### config.mk
export PLATFORM = sky130hd
export DESIGN_NAME = spi_cmd_decoder
export DESIGN_NICKNAME = d
export VERILOG_FILES = /design/src/rtl/spi_cmd_decoder.sv
export SDC_FILE = /design/constraint.sdc
export NUM_CORES = 1
export LEC_CHECK = 0
export BUFFER_PORTS_ARGS = -buffer_cell sky130_fd_sc_hd__buf_2
export CAP_MARGIN = 20
export CORE_ASPECT_RATIO = 1.2
export CORE_MARGIN = 5
export CORE_UTILIZATION = 45
export DETAILED_ROUTE_END_ITERATION = 8
export GPL_TIMING_DRIVEN = 0
export PLACE_DENSITY = 0.74
export REMOVE_ABC_BUFFERS = 1
export SKIP_LAST_GASP = 1
export SLEW_MARGIN = 30
export SYNTH_ARGS = -nofsm -noshare
export SYNTH_HDL_FRONTEND = slang
export SYNTH_SLANG_ARGS = --single-unit
### constraint.sdc
create_clock -name clk -period 1.75 [get_ports clk]
set_input_delay 0.525 -clock clk [delete_from_list [all_inputs] [get_ports clk]]
set_output_delay 0.525 -clock clk [all_outputs]
set_load 0.01 [all_outputs]
### src/rtl/spi_cmd_decoder.sv
module spi_cmd_decoder #(
  parameter int GPIO_W = 8,
  parameter int DAC_W  = 16
) (
  input  logic              clk,
  input  logic              rst_n,
  input  logic              cs_n,
  input  logic              sclk,
  input  logic              mosi,
  output logic              miso,
  output logic [7:0]        conv_cmd,
  output logic [5:0]        setup_cfg,
  output logic [7:0]        uni_mask,
  output logic [7:0]        bip_mask,
  output logic [DAC_W-1:0]  dac_word,
  output logic              dac_valid,
  output logic [GPIO_W-1:0] gpio_dir,
  output logic [GPIO_W-1:0] gpio_lvl
);
  localparam int GW_BITS = 2 * GPIO_W;
  localparam int DAC_BYTES = DAC_W / 8;
  localparam int GPIO_BYTES = GW_BITS / 8;
  localparam int MAXB = (DAC_BYTES > GPIO_BYTES) ? DAC_BYTES : GPIO_BYTES;
  localparam int CW = $clog2(MAXB) + 1;

  typedef enum logic [2:0] {S_CMD, S_UNI, S_BIP, S_DAC, S_GPIO} st_t;

  st_t                st;
  logic               sclk_q, cs_q;
  logic [2:0]         bitcnt;
  logic [6:0]         sh;
  logic [CW-1:0]      left;
  logic [DAC_W-1:0]   dac_acc;
  logic [GW_BITS-1:0] gpio_acc, gpio_new;
  logic               gpio_pend;
  logic [7:0]         last, osh;
  logic               load_pend;

  wire       rise  = !cs_n && sclk && !sclk_q;
  wire       fall  = !cs_n && !sclk && sclk_q;
  wire       cs_up = cs_n && !cs_q;
  wire [7:0] rx    = {sh, mosi};
  wire       done  = rise && (bitcnt == 3'd7);

  assign miso = !cs_n && osh[7];

  always_ff @(posedge clk) begin
    if (!rst_n) begin
      st        <= S_CMD;
      sclk_q    <= 1'b0;
      cs_q      <= 1'b1;
      bitcnt    <= '0;
      sh        <= '0;
      left      <= '0;
      dac_acc   <= '0;
      gpio_acc  <= '0;
      gpio_new  <= '0;
      gpio_pend <= 1'b0;
      last      <= '0;
      osh       <= '0;
      load_pend <= 1'b0;
      conv_cmd  <= '0;
      setup_cfg <= 6'b100000;
      uni_mask  <= '0;
      bip_mask  <= '0;
      dac_word  <= '0;
      dac_valid <= 1'b0;
      gpio_dir  <= '0;
      gpio_lvl  <= '0;
    end else begin
      sclk_q    <= sclk;
      cs_q      <= cs_n;
      dac_valid <= 1'b0;
      if (cs_n) begin
        st        <= S_CMD;
        bitcnt    <= '0;
        osh       <= '0;
        load_pend <= 1'b0;
        if (cs_up && gpio_pend) begin
          {gpio_dir, gpio_lvl} <= gpio_new;
          gpio_pend            <= 1'b0;
        end
      end else begin
        if (rise) begin
          bitcnt <= bitcnt + 3'd1;
          sh     <= {sh[5:0], mosi};
        end
        if (fall) begin
          if (load_pend) begin
            osh       <= last;
            load_pend <= 1'b0;
          end else begin
            osh <= {osh[6:0], 1'b0};
          end
        end
        if (done) begin
          last      <= rx;
          load_pend <= 1'b1;
          case (st)
            S_CMD: begin
              if (rx[7]) begin
                conv_cmd <= rx;
              end else if (rx[6]) begin
                setup_cfg <= rx[5:0];
                case (rx[1:0])
                  2'b10:   st <= S_UNI;
                  2'b11:   st <= S_BIP;
                  default: st <= S_CMD;
                endcase
              end else if (rx[7:4] == 4'b0001) begin
                st   <= S_DAC;
                left <= CW'(DAC_BYTES - 1);
              end else if (rx == 8'h02) begin
                st        <= S_GPIO;
                left      <= CW'(GPIO_BYTES - 1);
                gpio_pend <= 1'b0;
              end
            end
            S_UNI: begin
              uni_mask <= rx;
              st       <= S_CMD;
            end
            S_BIP: begin
              bip_mask <= rx;
              st       <= S_CMD;
            end
            S_DAC: begin
              dac_acc <= {dac_acc[DAC_W-9:0], rx};
              if (left == '0) begin
                dac_word  <= {dac_acc[DAC_W-9:0], rx};
                dac_valid <= 1'b1;
                st        <= S_CMD;
              end else begin
                left <= left - CW'(1);
              end
            end
            S_GPIO: begin
              gpio_acc <= {gpio_acc[GW_BITS-9:0], rx};
              if (left == '0) begin
                gpio_new  <= {gpio_acc[GW_BITS-9:0], rx};
                gpio_pend <= 1'b1;
                st        <= S_CMD;
              end else begin
                left <= left - CW'(1);
              end
            end
            default: st <= S_CMD;
          endcase
        end
      end
    end
  end
endmodule

Word level (Yosys, flattened, before mapping)
Cells that the tools add are included.
{"block": "totals", "ff_bits": 130, "in_bits": 5, "word_cells": 110}
{"block": "classes", "n_addsub": 2, "eq_ne": 21, "muxes": 26, "bitwise_logic": 5, "n_reduce_logical": 35}
{"op": "$ne 3x3->1 const B", "n": 6}
{"op": "$reduce_and 4->1", "n": 4}
{"op": "$mux 3", "n": 5}
{"op": "$reduce_and 3->1", "n": 4}
{"op": "$mux 1", "n": 11}
{"op": "$mux 2", "n": 5}
{"op": "$eq 8x2->1 const B", "n": 1}
{"op": "$logic_and 1x1->1", "n": 8}
{"op": "$mux 8", "n": 1}
{"op": "$pmux 2 s2", "n": 2}
{"op": "$reduce_and 8->1", "n": 1}
{"op": "$reduce_and 7->1", "n": 1}
{"op": "$eq 3x2->1 const B", "n": 2}
{"op": "$eq 3x3->1 const B", "n": 2}
{"op": "$ne 2x2->1 const B", "n": 3}
{"op": "$pmux 3 s2", "n": 1}
{"op": "$reduce_and 2->1", "n": 3}
{"op": "$reduce_bool 2->1", "n": 3}
{"op": "$not 1->1", "n": 5}
{"op": "$reduce_and 5->1", "n": 1}
{"op": "$eq 2x2->1 const B", "n": 2}
{"op": "$eq 4x1->1 const B", "n": 1}
{"op": "$logic_not 1->1", "n": 4}
{"op": "$ne 2x1->1 const B", "n": 2}
{"op": "other kinds (10)", "n": 11}

Depth between registers and ports, before layout
{"block": "depth", "depth_word": 8, "mapped_depth": 9}

Worst setup path after synthesis
Ideal clock, no wire load.
{"block": "synth_timing", "path_type": "reg-to-reg", "startpoint": "register bitcnt[0]", "endpoint": "register gpio_new[10]", "arrival_ns": 1.624, "required_time_ns": 1.622, "slack_ns": -0.001, "path_stages_with_launch": 10, "n_path_buf": 3, "period_less_slack_ns": 1.751, "cell_sequence": "dfxtp_1 > ha_1 > ha_1 > and4bb_1 > buf_4 > nand3_1 > buf_6 > buf_6 > mux2i_1 > nor2_1"}
{"block": "synth_via", "elab_chain_len": 3}
{"element": "start, declared", "line_no": "30", "text": "logic [2:0] bitcnt;"}
{"element": "start signal, assigned", "line_no": "85", "text": "bitcnt <= bitcnt + 3'd1;"}
{"element": "$eq 3x3->1", "line_no": "43", "text": "wire done = rise && (bitcnt == 3'd7);"}
{"element": "$logic_and 1x1->1", "line_no": "43"}
{"element": "$reduce_and 4->1 (no source line)"}
{"element": "end signal, assigned", "line_no": "140", "text": "gpio_new <= {gpio_acc[GW_BITS-9:0], rx};"}
{"element": "end, declared", "line_no": "34", "text": "logic [GW_BITS-1:0] gpio_acc, gpio_new;"}
No other way between the ends.
A chain may end at the register's enable or synchronous reset.

Worst setup path in the final report
{"block": "layout_timing", "startpoint": "register left[0]", "endpoint": "register left[0]"}
{"block": "layout_via", "elab_chain_len": 3}
{"element": "start, declared", "line_no": "32", "text": "logic [CW-1:0] left;"}
{"element": "start signal, assigned", "line_no": "112", "text": "left <= CW'(DAC_BYTES - 1);"}
{"element": "start signal, assigned", "line_no": "115", "text": "left <= CW'(GPIO_BYTES - 1);"}
{"element": "start signal, assigned", "line_no": "134", "text": "left <= left - CW'(1);"}
{"element": "$sub 2x1->2 / $logic_not 2->1 (equally long branches)"}
{"element": "$mux 2 / $ne 2x2->1 (equally long branches)"}
{"element": "$pmux 2 s2 / $reduce_and 7->1 (equally long branches)"}
Parallel ways exist; a longest one is shown, timed or not. The select of a mux whose other input is x is not followed.

==> out/metrics.csv <==
metric;value;unit
final_core_util;57.13;%
p_int;5.118;mW
critPathKind;reg2reg;
place.gp.congestion;0.8176;
yosys-top-cells-area;dfxtp_1, mux2i_1, nand2_1, nor2_1, a21oi_1;
crit_path_end_kind;flop;
grt_pass1_wl;19440;um
crit_family;compound AO/OA/AOI/OAI gates;
arrival;2.05;ns
synth_edf_count;0;
cts_tree;done;
fin_setup_tns;0;ns
layout-drive-gt1-share;26.39;%
dp_hpwl;7128;um
async_reset_ff_share;0;%
ant_nets;0;
drt_wl_total;11700;um
synth_cell_types;51;
cpPeakStageDelay;0.37;ns
clkSlewWorstSetupHoldPaths;0.06;ns
met1Wirelength;4760;um
die_w;106.7;um
fmax;0.5733;GHz
core;0.01104;mm2
ys_warn_count;0;
share_seq_of_total_power;45.9;%
p_comb_share;1.8;%
yosysMostFrequentCell;dfxtp_1;
hold_path.class;in2reg;
clkPwrFrac;52.2;%
dr_wl_met2;6073;um
yosys_most_used_dff;dfxtp_1;
worstPathCellList;inv_1, ha_2, and4bb_2, o221ai_1, a211o_1, o211a_1;
cap_violations;0;
rsz0062_at_grt;true;
cts-buffers-inserted;17;
htreeDepth;4;
switching_power;1.371;mW
postCtsHoldBufs;0;
cp-start-kind;flop;
drc;0;
io_pins;69;
crit_slowest_cell;dfxtp_1;
skew;0.006028;ns
slew_headroom;55.65;%
cts.sink_count;130;
netlist_top_cells_count;dfxtp_1, nand2_1, nor2_1, mux2i_1, a21oi_1;
portBuffers;68;
status;complete, no violations;
via_per_inst;5.344;
whs;0.3834;ns
route.met3.wl;644;um
ir_worst_vdd;0.7378;mV
grt_usage;17.86;%
die_area;0.01345;mm2
finalMaxSlewViolations;0;
cp_num_buf_inv;1;
rows;42;
power_density;1029;mW/mm2
clk_path_buf_depth;2;
clk_latency;0.41;ns
synthCells;532;
diodes;0;
fp.dieH;126.1;um
syn_area;0.005051;mm2
fillCellCount;926;
synth.avg_cell_area;9.495;um2
period_needed;1.744;ns
antenna_found_initial;0;
root_buffer;clkbuf_16;
cp_max_fo;8;
num_vias;3965;
wl_per_cell;15.77;um
p_sw_share;21.12;%
place_inst;696;
yosys.area.top_type;dfxtp_1;
grt_max_degree;57;
synth-seq-cells;130;
setup_viol;0;
areaGrowthSynthToFinish;24.82;%
p_total;6.489;mW
dr.max_layer_used;met4;
detail_route.first_pass.iterations;5;
yosysTopAreaCellShare;51.52;%
start_util;45.77;%
grt_pass1_vias;3982;
worstMarginPinSlew;0.6643;ns
hold_viol_final;0;
synth_seq_area_share;51.52;%
fin_nets;606;
p_leak;2.770;nW
fin_cells;742;
drt_iter0_markers;217;
crit_required;2.05;ns
post-route-period-util;99.68;%
overflow;0;
per-stage QoR:
stage,area [um2],setup WS [ns]
2_1_floorplan,4848,-1.221
6_report,6305,0.005641
5_1_grt,6305,-0.04567
3_5_place_dp,5406,-0.9700
3_3_place_gp,5354,-2.472
4_1_cts,6242,0.01029
cells by family after synthesis:
| logic type | share of synthesized area, % |
|---|---|
| DFF | 51.52 |
| buffers and inverters | 4.608 |
| AOI/OAI and AO/OA | 8.819 |
| adders and majority gates | 0.7432 |
| muxes | 15.66 |
| and+or+nand+nor | 18.48 |
| xor gates and xnor gates | 0.1734 |
final timing paths:
kind	from	to	slack [ns]	cells past startpoint
max	left[0]	left[0]	0.006	6
min reg2reg	gpio_dir[7]	gpio_dir[7]	0.45	2
min	rst_n	setup_cfg[5]	0.38	2
max reg2reg	left[0]	left[0]	0.006	6
placed cells by master (no fill, tap or decap), types with 3 or more instances in the layout:
cell / n
nand2_1: 88
nand3_4: 3
nor2_1: 79
dfxtp_2: 9
mux2i_2: 3
buf_2: 68
dfxtp_1: 120
buf_12: 4
nand3_1: 4
o21ai_0: 3
clkinvlp_4: 4
a21oi_1: 46
clkbuf_16: 17
clkinv_2: 4
buf_4: 12
a211oi_1: 7
mux2i_1: 76
inv_1: 5
nor3b_4: 3
final cells by class:
class	count	area [um2]	area share [%]
clock buffers	18	439.2	6.966
repair buffers	84	510.5	8.097
multi-input cells	357	2401	38.08
clock inverters	13	136.4	2.163
inverters	8	35.03	0.5557
flip-flops and latches	130	2618	41.52
well taps	132	165.2	2.620
sequential cells by signal, indices dropped and copies added, names as in the netlist, 3 cells and up:
| register | flops |
|---|---|
| dac_word | 16 |
| gpio_new | 16 |
| bip_mask | 8 |
| conv_cmd | 8 |
| dac_acc | 8 |
| gpio_acc | 8 |
| gpio_dir | 8 |
| gpio_lvl | 8 |
| last | 8 |
| osh | 8 |
| uni_mask | 8 |
| sh | 7 |
| setup_cfg | 6 |
| bitcnt | 3 |
| st | 3 |
power by group through the flow:
stage	sequential (mW)	combinational, mW	clock, mW
global route	2.98	0.130	3.58
finish	2.98	0.119	3.39
CTS	2.98	0.115	3.44
floorplan	3.04	0.0649	0
detailed placement	3.04	0.109	0
global placement	3.04	0.0984	0
layer usage:
metal / GRT usage [%] / vias to the layer above
met2: 30.99 / 108
met1: 20.52 / 1907
li1: - / 1932
met4: 8.352 / 0
met5: 0 / -
met3: 4.401 / 18
timing repair:
| item | CTS | global route |
|---|---|---|
| endpoints found under the setup margin | 97 | 58 |
| gates resized for setup | 25 | 15 |
| setup buffers | 12 | 1 |
| cloned | 2 | 0 |
| pin swaps | 3 | 3 |
Note: power is estimated with default switching activity, not from simulation.
